**src/rtl/sftx_pkg.sv**
```systemverilog
package sftx_pkg;

   localparam int unsigned CHAR_MAX_W = 8;
   localparam int unsigned CHAR_MIN_W = 5;

   typedef enum logic [2:0] {
      PH_IDLE,
      PH_START,
      PH_DATA,
      PH_PARITY,
      PH_STOP
   } phase_e;

   typedef enum logic [1:0] {
      STOP_ONE,
      STOP_ONE_HALF,
      STOP_TWO
   } stop_e;

   typedef struct packed {
      logic [3:0] nbits;
      logic       par_en;
      logic       par_even;
      stop_e      stop;
   } frame_fmt_t;

   // Mask keeping only the active character bits.
   function automatic logic [CHAR_MAX_W-1:0] width_mask(input logic [3:0] nbits);
      logic [CHAR_MAX_W-1:0] m;
      for (int i = 0; i < CHAR_MAX_W; i++) begin
         m[i] = (4'(i) < nbits);
      end
      return m;
   endfunction

endpackage

```
**src/rtl/sftx_fmt_decode.sv**
```systemverilog
module sftx_fmt_decode
   import sftx_pkg::*;
(
   input  logic [7:0] ctrl_byte,
   output frame_fmt_t fmt
);

   logic unused_hi_bits;
   assign unused_hi_bits = ^ctrl_byte[7:5];

   always_comb begin
      fmt.nbits    = 4'(CHAR_MIN_W) + {2'b00, ctrl_byte[1:0]};
      fmt.par_en   = ctrl_byte[3];
      fmt.par_even = ctrl_byte[4];
      if (!ctrl_byte[2]) begin
         fmt.stop = STOP_ONE;
      end else if (ctrl_byte[1:0] == 2'b00) begin
         fmt.stop = STOP_ONE_HALF;
      end else begin
         fmt.stop = STOP_TWO;
      end
   end

endmodule

```
**src/rtl/sftx_bit_timer.sv**
```systemverilog
module sftx_bit_timer #(
   parameter int unsigned LEN_W = 6
) (
   input  logic             clk,
   input  logic             rst_n,
   input  logic             run,
   input  logic             tick,
   input  logic [LEN_W-1:0] len,
   output logic             done
);

   logic [LEN_W-1:0] cnt;

   assign done = run && tick && (cnt == len - 1'b1);

   always_ff @(posedge clk) begin
      if (!rst_n) begin
         cnt <= '0;
      end else if (!run || done) begin
         cnt <= '0;
      end else if (tick) begin
         cnt <= cnt + 1'b1;
      end
   end

endmodule

```
**src/rtl/sftx_serializer.sv**
```systemverilog
module sftx_serializer
   import sftx_pkg::*;
#(
   parameter int unsigned OVERSAMPLE       = 16,
   parameter bit          PARITY_AT_ACCEPT = 1'b1
) (
   input  logic                  clk,
   input  logic                  rst_n,
   input  logic                  accept,
   input  logic [CHAR_MAX_W-1:0] data_in,
   input  frame_fmt_t            fmt_in,
   input  logic                  tick,
   output logic                  txd,
   output logic                  busy
);

   localparam int unsigned LEN_W = $clog2(2 * OVERSAMPLE) + 1;
   localparam logic [LEN_W-1:0] LEN_ONE  = LEN_W'(OVERSAMPLE);
   localparam logic [LEN_W-1:0] LEN_1P5  = LEN_W'(OVERSAMPLE + OVERSAMPLE / 2);
   localparam logic [LEN_W-1:0] LEN_TWO  = LEN_W'(2 * OVERSAMPLE);
   localparam int unsigned CNT_BITS_W = $clog2(CHAR_MAX_W);

   phase_e                  phase;
   frame_fmt_t              fmt_q;
   logic [CHAR_MAX_W-1:0]   shreg;
   logic [CNT_BITS_W-1:0]   bits_left;
   logic                    txd_q;
   logic                    par_bit;
   logic                    phase_done;
   logic                    emit_data;
   logic [LEN_W-1:0]        phase_len;
   logic [CHAR_MAX_W-1:0]   data_masked;

   assign data_masked = data_in & width_mask(fmt_in.nbits);

   always_comb begin
      phase_len = LEN_ONE;
      if (phase == PH_STOP) begin
         unique case (fmt_q.stop)
            STOP_ONE_HALF: phase_len = LEN_1P5;
            STOP_TWO:      phase_len = LEN_TWO;
            default:       phase_len = LEN_ONE;
         endcase
      end
   end

   sftx_bit_timer #(.LEN_W(LEN_W)) u_timer (
      .clk   (clk),
      .rst_n (rst_n),
      .run   (phase != PH_IDLE),
      .tick  (tick),
      .len   (phase_len),
      .done  (phase_done)
   );

   // A data bit leaves the shifter at the end of the start bit and of every data bit but the last.
   assign emit_data = phase_done &&
                      ((phase == PH_START) || ((phase == PH_DATA) && (bits_left != '0)));

   generate
      if (PARITY_AT_ACCEPT) begin : g_par_accept
         logic par_q;
         always_ff @(posedge clk) begin
            if (!rst_n) begin
               par_q <= 1'b0;
            end else if (accept) begin
               par_q <= (^data_masked) ^ ~fmt_in.par_even;
            end
         end
         assign par_bit = par_q;
      end else begin : g_par_running
         logic par_acc;
         always_ff @(posedge clk) begin
            if (!rst_n) begin
               par_acc <= 1'b0;
            end else if (accept) begin
               par_acc <= ~fmt_in.par_even;
            end else if (emit_data) begin
               par_acc <= par_acc ^ shreg[0];
            end
         end
         assign par_bit = par_acc;
      end
   endgenerate

   always_ff @(posedge clk) begin
      if (!rst_n) begin
         phase     <= PH_IDLE;
         fmt_q     <= '{nbits: 4'(CHAR_MIN_W), par_en: 1'b0, par_even: 1'b0, stop: STOP_ONE};
         shreg     <= '0;
         bits_left <= '0;
         txd_q     <= 1'b1;
      end else if (accept) begin
         phase     <= PH_START;
         fmt_q     <= fmt_in;
         shreg     <= data_masked;
         bits_left <= CNT_BITS_W'(fmt_in.nbits - 4'd1);
         txd_q     <= 1'b0;
      end else if (phase_done) begin
         unique case (phase)
            PH_START: begin
               phase <= PH_DATA;
               txd_q <= shreg[0];
               shreg <= shreg >> 1;
            end
            PH_DATA: begin
               if (bits_left != '0) begin
                  txd_q     <= shreg[0];
                  shreg     <= shreg >> 1;
                  bits_left <= bits_left - 1'b1;
               end else if (fmt_q.par_en) begin
                  phase <= PH_PARITY;
                  txd_q <= par_bit;
               end else begin
                  phase <= PH_STOP;
                  txd_q <= 1'b1;
               end
            end
            PH_PARITY: begin
               phase <= PH_STOP;
               txd_q <= 1'b1;
            end
            default: begin
               phase <= PH_IDLE;
               txd_q <= 1'b1;
            end
         endcase
      end
   end

   assign txd  = txd_q;
   assign busy = (phase != PH_IDLE);

endmodule

```
**src/rtl/serial_frame_tx.sv**
```systemverilog
module serial_frame_tx
   import sftx_pkg::*;
#(
   parameter int unsigned OVERSAMPLE       = 16,
   parameter bit          PARITY_AT_ACCEPT = 1'b1
) (
   input  logic       clk,
   input  logic       rst_n,
   input  logic       in_valid,
   output logic       in_ready,
   input  logic [7:0] in_data,
   input  logic [7:0] line_ctrl,
   input  logic       tick16,
   output logic       txd,
   output logic       busy
);

   generate
      if (OVERSAMPLE < 2) begin : g_bad_os_small
         $error("serial_frame_tx: OVERSAMPLE must be at least 2");
      end
      if ((OVERSAMPLE % 2) != 0) begin : g_bad_os_odd
         $error("serial_frame_tx: OVERSAMPLE must be even for the 1.5-bit stop");
      end
   endgenerate

   frame_fmt_t fmt_live;
   logic       accept;

   sftx_fmt_decode u_decode (
      .ctrl_byte (line_ctrl),
      .fmt       (fmt_live)
   );

   assign in_ready = !busy;
   assign accept   = in_valid && !busy;

   sftx_serializer #(
      .OVERSAMPLE       (OVERSAMPLE),
      .PARITY_AT_ACCEPT (PARITY_AT_ACCEPT)
   ) u_ser (
      .clk     (clk),
      .rst_n   (rst_n),
      .accept  (accept),
      .data_in (in_data),
      .fmt_in  (fmt_live),
      .tick    (tick16),
      .txd     (txd),
      .busy    (busy)
   );

endmodule

```
**config.mk**
```make
export PLATFORM = sky130hd
export DESIGN_NAME = serial_frame_tx
export DESIGN_NICKNAME = d
export VERILOG_FILES = /design/src/rtl/sftx_pkg.sv /design/src/rtl/sftx_fmt_decode.sv /design/src/rtl/sftx_bit_timer.sv /design/src/rtl/sftx_serializer.sv /design/src/rtl/serial_frame_tx.sv
export SDC_FILE = /design/constraint.sdc
export NUM_CORES = 1
export LEC_CHECK = 0
export BUFFER_PORTS_ARGS = -buffer_cell sky130_fd_sc_hd__buf_4
export CAP_MARGIN = 20
export CORE_MARGIN = 4
export CORE_UTILIZATION = 57
export DETAILED_ROUTE_END_ITERATION = 12
export PLACE_DENSITY = 0.8
export SYNTH_ARGS = -nofsm -noshare
export SYNTH_HDL_FRONTEND = slang
export SYNTH_SLANG_ARGS = --single-unit
```
**constraint.sdc**
```tcl
create_clock -name clk -period 6.65 [get_ports clk]
set_input_delay 0.665 -clock clk [delete_from_list [all_inputs] [get_ports clk]]
set_output_delay 0.665 -clock clk [all_outputs]
set_load 0.05 [all_outputs]
```
==> out/summary.txt <==
ANT cells = 0
share of cells above drive strength 1 = 16.32%
DRT antenna net count = 0
first-pass GRT wire length = 5.333 mm
root buffer cell = clkbuf_4
CP Class = register to register
Clock Path Buffers = 2
Slew headroom = 40.66%
crit-path cells = or3b_4, nor3b_1, ha_1, xnor2_1, nand4_2, o21bai_1, or4_1, a211oi_2
drt initial violations = 45
Die H = 58.31 um
DP Area = 1578 sq um
routed vias = 1256
H-tree Lvls = 1
hold-fix buffers at CTS = 0
row cnt = 17
synth-to-layout area growth = 11.27%
CTS sink count = 25
setup TNS = 0 ns
crit-path leading delay family = simple AND/OR/NAND/NOR gates
Post-CTS Setup Inserts = 0
clock skew = 0.007414 ns
crit-path max FO = 12
# IOs = 23
IR Drop Worst-Case VDD = 0.1170 mV
initial antenna violation count = 0
worst min path class = register to register
post-route clock period utilization = 46.35%
Clock Latency Late Sink = 0.31 ns
synthesized instance count = 175
RePlAce Congestion = 0.7628
R2R cell count = 8
yosys warns = 0
die area = 3400 sq um
critical path startpoint category = register
placed cell count = 214
Slowest cell on crit path = or4_1
max-cap violation count = 0
NumNets Final = 217
total global routing overflow = 0
pin count of the biggest net entering global routing = 21
dominant synthesized flop cell = dfxtp_1
Post-route DRC = 0
drt total wl = 2.976 mm
sequential element share of the synthesized area = 34.69%
Max Slew Vio Count = 0
Setup crit end kind = register
outcome = finished, final reports clean
CP required = 6.89 ns
GRT Resource Usage Total = 19.59%
Max Freq = 324.4 MHz
non-filler instance count after layout = 218
I/O Buffers = 19
final number of setup-violating endpoints = 0
Synth cell types = 44
slowest stage delay, CP = 0.59 ns
vias in the first global route = 1195
Pwr Total = 0.2997 mW
Filler Cells Inserted = 191
internal reg-to-reg setup slack = 3.57 ns
EDFF count, synth = 0
dpl hpwl = 2.255 mm
final hold violations = 0
Vias/cell = 5.761
core area = 2318 sq um
# resized after CTS = 0
WL/cell = 13.65 um
setup repair after global routing missed its margin = no
net count after synthesis = 201
WP buf/inv = 0
Worst Tran Pin Value = 0.8882 ns
asr flop ratio synth = 0%
register bit total from synthesis = 25
Leak = 0.6262 nW
initial core utilization = 62.22%
WHS Path Cells = 2
Arr. time, crit path = 3.32 ns
Mean Syn Cell Area = 8.244 sq um
Power per Cell Area = 186.7 nW/um^2
Worst Hold End = u_ser.fmt_q[1]$_SDFFE_PN0P_
min-delay src = u_ser.fmt_q[1]$_SDFFE_PN0P_
Design Area, Final = 1605 sq um
Post-Syn Area = 1443 sq um
die width = 58.31 um
most frequent cells in the layout = 25 x dfxtp_1, 23 x nand2_1, 23 x nor2_1
CTS clock-pin slew for the worst setup and hold paths = 0.13 ns
CTS tree = yes
commonest non-fill, non-tap cell in the layout = dfxtp_1
Reg2Reg Launch Point = u_ser.phase[2]$_SDFFE_PP0P_
post-route minimum period = 3.083 ns
Reg-to-Reg End = u_ser.phase[2]$_SDFFE_PP0P_
Num CTS Buffers = 3
Pre-antenna DRT Iters = 4
-- sequential cells by signal (all words and copies together), names as in the netlist --
signal / cells
u_ser.u_timer.cnt: 6
u_ser.bits_left: 3
u_ser.fmt_q: 3
u_ser.phase: 3
u_ser.txd: 1
u_ser.shreg: 8
u_ser.g_par_accept.par_q: 1
-- worst min-delay path, delay by kind of cell, from the launching register on --
| kind | cells | cell delay (ns) |
|---|---|---|
| AO/OA/AOI/OAI | 1 | 0.05 |
| flip-flops | 1 | 0.34 |
| AND/OR/NAND/NOR | 1 | 0.05 |
-- routing by layer --
layer | GRT usage (%) | routed length [um]
met5 | 0 | 0
met4 | 4.967 | 20
met3 | 2.632 | 80
met2 | 31.90 | 1436
met1 | 27.22 | 1439
-- final cells by class --
type	count	area, sq um	area share (%)
clock buffers	3	22.52	1.403
well taps	28	35.03	2.182
inverters	7	26.28	1.637
repair buffers	19	142.6	8.885
multi-input cells	135	873.3	54.40
clock inverters	1	5.005	0.3118
flip-flops and latches	25	500.5	31.18
-- cell families (layout without fill, tap and decap cells) --
family,Yosys count,count (layout),share of synthesized area (%)
flip-flops,25,25,34.69
AO/OA/AOI/OAI,35,35,18.21
adder cells (fa/ha/maj),6,6,5.204
XOR/XNOR,15,15,9.106
multiplexers,3,3,2.082
buffers and inverters,15,30,4.770
AND/OR/NAND/NOR,76,76,25.93
-- how the worst max path moves through the flow --
| stage | to | depth (start not counted) | startpoint | slack (ns) |
|---|---|---|---|---|
| floorplan | u_ser.shreg[0]$_SDFFE_PN0P_ | 10 | u_ser.phase[1]$_SDFFE_PP0P_ | 4.05 |
| global placement | u_ser.phase[2]$_SDFFE_PP0P_ | 8 | u_ser.phase[2]$_SDFFE_PP0P_ | 3.70 |
| detailed placement | u_ser.phase[2]$_SDFFE_PP0P_ | 8 | u_ser.phase[2]$_SDFFE_PP0P_ | 3.62 |
| CTS | u_ser.phase[2]$_SDFFE_PP0P_ | 8 | u_ser.phase[2]$_SDFFE_PP0P_ | 3.58 |
| global route | u_ser.shreg[4]$_SDFFE_PN0P_ | 8 | u_ser.phase[2]$_SDFFE_PP0P_ | 3.25 |
| finish | u_ser.phase[2]$_SDFFE_PP0P_ | 8 | u_ser.phase[2]$_SDFFE_PP0P_ | 3.57 |
-- report_power, final --
group / leakage [nW] / internal [mW] / total, mW / switching, mW
clock network: 0.0177 / 0.0224 / 0.0667 / 0.0443
registers: 0.205 / 0.158 / 0.164 / 0.00595
logic: 0.404 / 0.0295 / 0.0685 / 0.0390
-- synth_stat cells, types with 3 or more instances --
cell type  count  area (sq um)
xnor2_1       10         87.58
nand3_1        5         25.02
o21ai_0        3         15.01
dfxtp_1       25         500.5
a311oi_1       7         61.31
mux2i_1        3         30.03
nand2b_1       3         18.77
nor3_1         3         15.01
inv_1          6         22.52
a21oi_1       10         50.05
and3_1         3         18.77
xor2_1         5         43.79
nand2_1       23         86.33
nor2_1        23         86.33
buf_2          4         20.02
or3_1          3         18.77
ha_1           6         75.07
-- through the flow --
| step | hold slack [ns] | utilization [%] | worst slack, ns |
|---|---|---|---|
| after CTS | 0.4782 | 69.24 | 3.579 |
| after detailed placement | 0.4567 | 68.05 | 3.625 |
| after floorplan | 0.4350 | - | 4.048 |
| after global routing | 0.5127 | 69.24 | 3.254 |
| final | 0.4695 | 69.24 | 3.567 |
| after global placement | 0.4514 | 68.05 | 3.704 |
Note: power is estimated with default switching activity, not from simulation.
